`src/rtl/mb_pkg.sv`:
```
`timescale 1ns/1ps
package mb_pkg;
    typedef enum logic [1:0] {
        POOL_EMPTY   = 2'd0,
        POOL_PARTIAL = 2'd1,
        POOL_FULL    = 2'd2
    } pool_state_e;
endpackage

```
`src/rtl/mb_prio_pick.sv`:
```
`timescale 1ns/1ps
module mb_prio_pick #(
    parameter  int N     = 8,
    localparam int IDX_W = $clog2(N)
) (
    input  logic [N-1:0]     occupied,
    output logic [IDX_W-1:0] free_idx,
    output logic [N-1:0]     free_oh
);
    // Lowest free index wins: scan downward so the last hit is the lowest.
    always_comb begin
        free_idx = '0;
        for (int i = N - 1; i >= 0; i--) begin
            if (!occupied[i]) free_idx = IDX_W'(i);
        end
    end

    // One-hot grant: an entry is chosen if it is free and all below are held.
    for (genvar g = 0; g < N; g++) begin : g_oh
        if (g == 0) begin : g_first
            assign free_oh[g] = !occupied[g];
        end else begin : g_rest
            assign free_oh[g] = !occupied[g] && (&occupied[g-1:0]);
        end
    end
endmodule

```
`src/rtl/mb_sat_ctr.sv`:
```
`timescale 1ns/1ps
module mb_sat_ctr #(
    parameter int W = 48
) (
    input  logic         clk,
    input  logic         rst_n,
    input  logic         clr,
    input  logic         inc,
    output logic [W-1:0] count
);
    always_ff @(posedge clk) begin
        if (!rst_n) begin
            count <= '0;
        end else if (clr) begin
            count <= '0;
        end else if (inc && (count != '1)) begin
            count <= count + 1'b1;
        end
    end
endmodule

```
`src/rtl/missbuf_ll.sv`:
```
`timescale 1ns/1ps
module missbuf_ll
    import mb_pkg::*;
#(
    parameter  int N     = 8,
    parameter  int CNT_W = 48,
    localparam int IDX_W = $clog2(N)
) (
    input  logic             clk,
    input  logic             rst_n,
    input  logic             miss_req,
    output logic             miss_ready,
    output logic [IDX_W-1:0] miss_idx,
    input  logic             fill_vld,
    input  logic [IDX_W-1:0] fill_idx,
    input  logic             halted,
    input  logic             ctr_clr,
    output logic [CNT_W-1:0] busy_cycles,
    output logic [CNT_W-1:0] lead_cycles
);
    logic [N-1:0]     valid_q;
    logic [N-1:0]     valid_d;
    logic [N-1:0]     grant_cand;
    logic [N-1:0]     grant_oh;
    logic [N-1:0]     release_oh;
    logic [IDX_W-1:0] free_idx;
    logic             accept;
    logic             occ_none;
    logic             occ_all;
    pool_state_e      state_q;
    pool_state_e      state_d;

    mb_prio_pick #(.N(N)) u_pick (
        .occupied (valid_q),
        .free_idx (free_idx),
        .free_oh  (grant_cand)
    );

    assign accept   = miss_req && miss_ready;
    assign grant_oh = accept ? grant_cand : '0;

    // Only a held entry can be released; a stray fill cannot clear a new claim.
    assign release_oh = fill_vld ? (valid_q & (N'(1) << fill_idx)) : '0;
    assign valid_d    = (valid_q & ~release_oh) | grant_oh;

    always_ff @(posedge clk) begin
        if (!rst_n) valid_q <= '0;
        else        valid_q <= valid_d;
    end

    assign occ_none = (valid_d == '0);
    assign occ_all  = &valid_d;

    // State register
    always_ff @(posedge clk) begin
        if (!rst_n) state_q <= POOL_EMPTY;
        else        state_q <= state_d;
    end

    // Next-state logic
    always_comb begin
        state_d = state_q;
        unique case (state_q)
            POOL_EMPTY: begin
                if (!occ_none) state_d = occ_all ? POOL_FULL : POOL_PARTIAL; // fill_first
            end
            POOL_PARTIAL: begin
                if (occ_none)     state_d = POOL_EMPTY;   // drain_last
                else if (occ_all) state_d = POOL_FULL;    // fill_last
            end
            POOL_FULL: begin
                if (occ_none)      state_d = POOL_EMPTY;
                else if (!occ_all) state_d = POOL_PARTIAL; // free_one
            end
            default: state_d = POOL_EMPTY;
        endcase
    end

    // Outputs
    always_comb begin
        miss_ready = (state_q != POOL_FULL);
        miss_idx   = free_idx;
    end

    mb_sat_ctr #(.W(CNT_W)) u_busy (
        .clk   (clk),
        .rst_n (rst_n),
        .clr   (ctr_clr),
        .inc   (!halted),
        .count (busy_cycles)
    );

    mb_sat_ctr #(.W(CNT_W)) u_lead (
        .clk   (clk),
        .rst_n (rst_n),
        .clr   (ctr_clr),
        .inc   (valid_q[0]),
        .count (lead_cycles)
    );
endmodule

```
`config.mk`:
```
export PLATFORM = sky130hd
export DESIGN_NAME = missbuf_ll
export DESIGN_NICKNAME = d
export VERILOG_FILES = /design/src/rtl/mb_pkg.sv /design/src/rtl/mb_prio_pick.sv /design/src/rtl/mb_sat_ctr.sv /design/src/rtl/missbuf_ll.sv
export SDC_FILE = /design/constraint.sdc
export NUM_CORES = 1
export LEC_CHECK = 0
export BUFFER_PORTS_ARGS = -buffer_cell sky130_fd_sc_hd__buf_2
export CORE_MARGIN = 2
export CORE_UTILIZATION = 50
export CTS_BUF_LIST = sky130_fd_sc_hd__clkbuf_2 sky130_fd_sc_hd__clkbuf_4 sky130_fd_sc_hd__clkbuf_8
export DETAILED_ROUTE_END_ITERATION = 10
export PLACE_DENSITY = 0.8
export SLEW_MARGIN = 30
export SYNTH_ARGS = -nofsm -noshare
export SYNTH_HDL_FRONTEND = slang
export SYNTH_SLANG_ARGS = --single-unit
export TNS_END_PERCENT = 10
```
`constraint.sdc`:
```
create_clock -name clk -period 2 [get_ports clk]
set_clock_uncertainty 0.1 [all_clocks]
set_input_delay 0.2 -clock clk [delete_from_list [all_inputs] [get_ports clk]]
set_output_delay 0.2 -clock clk [all_outputs]
set_load 0.01 [all_outputs]
```
# --- Yosys cells after proc, flatten, opt, wreduce, memory -nomap -nowiden ---
# Index checks and enable logic that the tools add are counted.
word_totals:
  register_bits: 106
  inputBits: 9
  output_inout_bits: 100
  wordCells: 67
classes:
  addsub: 2
  n_eq_ne: 8
  reduce_logical: 30
  muxes: 17
  bitwise: 5
  n_shift: 1
op_table:
  columns: ["operator", "count"]
  rows:
  - ["$add 48x1->48 const B", 2]
  - ["$ne 48x48->1 const B", 2]
  - ["$mux 3", 8]
  - ["$and 8x8->8", 2]
  - ["$mux 8", 2]
  - ["$mux 2", 6]
  - ["$logic_and 1x1->1", 10]
  - ["$logic_not 1->1", 9]
  - ["$logic_not 8->1", 1]
  - ["$not 8->8", 1]
  - ["$or 8x8->8", 1]
  - ["$reduce_and 8->1", 1]
  - ["$shl 1x3->8 const A", 1]
  - ["$reduce_and 7->1", 1]
  - ["$ne 3x3->1 const B", 2]
  - ["$pmux 2 s3", 1]
  - ["$reduce_and 3->1", 2]
  - ["$reduce_and 6->1", 1]
  - ["$reduce_and 5->1", 1]
  - ["$ne 2x2->1 const B", 2]
  - ["$reduce_and 4->1", 1]
  - ["$eq 2x1->1 const B", 1]
  - ["$eq 2x2->1 const B", 1]
  - ["$logic_not 2->1", 1]
  - ["3 further kinds", 3]

# --- Logic depth before layout (Yosys ltp) ---
logic_depth:
  ltp_word: 10
  mapped_depth: 9
  depth_no_buf: 7

# --- Cells and area by module ---
# A second synthesis with hierarchy kept.
unflattened:
  cells_unflattened: 732
  hier_area_um2: 5840.6
by_module_without_submodules:
  columns: ["module", "area_each_um2", "cells_per_inst", "n_inst", "seq_area_each_um2"]
  rows:
  - ["mb_sat_ctr", 2577.5, 323, 2, 960.9]
  - ["missbuf_ll", 560.5, 67, 1, 200.2]
  - ["mb_prio_pick", 125.1, 19, 1, 0.0]

# --- Least setup slack after synthesis ---
# Ideal clock, no wire load.
synth_timing:
  path_kind: "reg-to-reg"
  start: "register u_lead.count[5]"
  end: "register u_lead.count[43]"
  slack_ns: -0.165
  synth_period_minus_slack_ns: 2.165
  path_buffers: 1
  arrival_time_ns: 1.993
  setup_time_ns: 0.072
  required_ns: 1.828
  path_stages_with_launch: 8
  cell_sequence: "dfxtp_1 > nand4_2 > nor4_4 > nand3_4 > o21bai_4 > buf_6 > nor4_1 > mux2i_1"
synth_between:
  elab_chain_cells: 2
  word_cells_on_any_way: 3
  cone_classes: "add/sub: 1; eq/ne: 1; reduce/logical: 1"
synth_lines:
  columns: ["element", "line", "rtl"]
  rows:
  - ["start, declared", "mb_sat_ctr.sv:9", "output logic [W-1:0] count"]
  - ["start signal, assigned", "mb_sat_ctr.sv:17", "count <= count + 1'b1;"]
  - ["parallel branches: the longest is 2 deep, another holds $add 48x1->48", null, null]
# Several ways; the timed one is not identified.
# A chain may end at the register's enable or synchronous reset.

# --- Final worst setup path ---
layout_timing:
  start: "register u_lead.count[45]"
  end: "register u_lead.count[10]"
layout_between:
  elab_chain_cells: 2
layout_lines:
  columns: ["element", "line", "rtl"]
  rows:
  - ["$ne 48x48->1", "mb_sat_ctr.sv:16", "end else if (inc && (count != '1)) begin"]
  - ["$logic_and 1x1->1", "mb_sat_ctr.sv:16", null]
# Every way passes these cells.

==> results.cfg <==
[pwr]
ir_drop_mv = 0.3418
power_switching_uw = 952.8
p_seq_frac = 0.579
p_clk_frac = 0.359
power.density_mw_per_mm2 = 439.6
total_power_mw = 3.667
p_int_mw = 2.714
combPwrFrac = 0.061
p_sw_frac = 0.2599
power.leakage_nw = 3.521

[global_route]
grtUsageTotal = 0.2783
grt_pass1_wl_um = 26840
grt_pass1_vias = 5790
antenna_found_initial = 0
overflow = 0
grt_max_degree = 39

[clock_tree]
cts_tree = yes
postCtsHoldBufs = 0
htreeDepth = 3
clock_latency_ns = 0.39
cts_root_buffer = clkbuf_8
cts.sinks = 106
clk_pin_slew_ns = 0.11
cts_buffer_depth = 2
numCtsBuffers = 9

[sta]
slew-limit-headroom = 0.6556
slew_viol_final = 0
fmax_mhz = 445.8
holdWs_ns = 0.008504
setup_viol = 72
final_hold_viol_count = 0
rsz0062_at_grt = yes
min_period_ns = 2.243
tightest_slew_ns = 0.5153
finalCritPeriodShare = 1.122
setup_tns_ns = -5.166
setup_slack_ns = -0.2430

[yosys]
async_flop_share = 0
syn_inst = 676
yosys.area_share.simple = 0.3553
synth_ff_type = dfxtp_1
synth_top_family_by_area = simple AND/OR/NAND/NOR gates
synth_compound_gate_area_share = 0.1124
synth_xor_area_frac = 0.08196
synth_edf_count = 0
ys_warn_count = 0
synth-adder-area-share = 0.004503
ys_ff_latch = 106
synth_nets = 687
synthMuxAreaShare = 0.02184
syn_area_per_cell_um2 = 8.220
yosysSeqAreaShare = 0.3819
syn_area_mm2 = 0.005557
yosysUniqueCellTypes = 70

[place]
dpl.hpwl_um = 11630
placed_area_mm2 = 0.007261
place_inst = 1029
portBuffers = 108
pre_cts_ws_ns = -0.1156
gp_congestion = 0.8468

[outcome]
violations = DRC, setup timing
status = complete, but fails checks

[worst_setup_path]
worstPathMaxFanout = 11
arrival_ns = 2.46
crit_type = reg2reg
cp-end-kind = register
critPathLaunchType = register
cp.required_ns = 2.21

[drt]
post_drt_wl_per_cell_um = 19.15
ant_nets = 0
drtIter0Drc = 624
finalWirelength_um = 20660
via_per_inst = 6.166
drc = 2
firstDrtPassIters = 11
vias = 6653

[die]
fp-row-count = 38
initial_core_util = 0.5126
die_area_mm2 = 0.01197
fp.coreArea_mm2 = 0.01084
die_h_um = 109.4
ios = 109
die_w_um = 109.4

[cells_and_area]
diodes = 0
final_common_cell = buf_4
syn_to_final_growth_pct = 50.12
finish.utilization = 0.7695
stdcell_area_mm2 = 0.008342
mostFrequentLayoutCells = buf_4, buf_2, nor2_1
final_cells = 1079
drive_gt1_frac = 0.4867
nets = 945

[run]
maxCapViolations = 0

[worst_hold_path]
hold_path_class = in2reg
registers in the layout (all words and copies together) (netlist names):
register / cells
state_q: 2
u_busy.count: 48
u_lead.count: 48
valid_q: 8
path summary, 6_finish.rpt:
| kind | start | end | slack, ns | cells after the start |
|---|---|---|---|---|
| hold reg to reg | u_lead.count[45] | u_lead.count[45] | 0.40 | 2 |
| hold / removal | rst_n | valid_q[7] | 0.009 | 3 |
| setup reg to reg | u_lead.count[45] | u_lead.count[10] | -0.24 | 8 |
| setup / recovery | u_lead.count[45] | u_lead.count[10] | -0.24 | 8 |
Yosys cell counts, drive strengths merged (2+ instances only):
cell / n / area [um^2]
and3: 16 / 102.6
inv: 13 / 48.80
o21a: 3 / 22.52
nor3: 16 / 96.35
nand2b: 4 / 25.02
clkbuf: 25 / 110.1
o211ai: 7 / 52.55
or4: 20 / 156.4
o21ai: 24 / 120.1
nor2: 76 / 285.3
nor4b: 3 / 41.29
or3: 15 / 95.09
dfxtp: 106 / 2122
ha: 2 / 25.02
and4: 13 / 118.9
nor3b: 3 / 22.52
a21oi: 33 / 165.2
nand2: 67 / 251.5
o22ai: 2 / 12.51
or2: 10 / 62.56
nor4: 18 / 142.6
nand4: 27 / 175.2
and2: 6 / 37.54
xnor2: 24 / 210.2
o31ai: 14 / 105.1
mux2i: 11 / 110.1
nand3b: 4 / 30.03
nand3: 57 / 302.8
xor2: 28 / 245.2
buf: 8 / 53.80
critical path, cell delays in order, from the launching register on:
cell	delay (ns)
dfxtp_2	0.37
nand3_2	0.09
nor4_4	0.43
nand4_1	0.25
o21ai_4	0.30
buf_6	0.15
clkbuf_16	0.15
o21ai_0	0.13
a21oi_1	0.19
metal layers:
| metal | up-vias | track usage | wire length (um) |
|---|---|---|---|
| li1 | 2968 | - | - |
| met1 | 3169 | 0.3526 | 7712 |
| met2 | 406 | 0.4638 | 10210 |
| met3 | 110 | 0.05276 | 1634 |
| met4 | 0 | 0.1157 | 1103 |
| met5 | - | 0 | 0 |
cells by family (layout without fill, tap and decap cells):
group | count (synthesis) | in the layout
AND/OR/NAND/NOR | 358 | 358
adder cells (fa/ha/maj) | 2 | 2
multiplexers | 12 | 12
XOR/XNOR | 52 | 52
AO/OA/AOI/OAI | 98 | 98
flip-flops | 106 | 106
buffers and inverters | 48 | 311
power groups by stage:
| stage | logic, mW | registers, mW | clock network, mW |
|---|---|---|---|
| global placement | 0.174 | 2.17 | 0 |
| CTS | 0.184 | 2.13 | 1.29 |
| floorplan | 0.102 | 2.17 | 0 |
| detailed placement | 0.180 | 2.17 | 0 |
| global route | 0.235 | 2.13 | 1.39 |
| finish | 0.225 | 2.12 | 1.32 |
layout make-up:
type | count | area, um^2
fill | 664 | 2499
multi-input combinational | 522 | 3742
clock buffer | 11 | 145.1
tap | 140 | 175.2
sequential | 106 | 2201
timing repair buffer | 282 | 1991
inverter | 13 | 48.80
clock inverter | 5 | 38.79
timing repair:
action	CTS	global route
resized for setup	35	122
gates cloned	1	2
endpoints found under the setup margin	66	93
pin swaps	17	51
setup buffers	7	25
No activity file was read; power rests on OpenSTA's default activity.
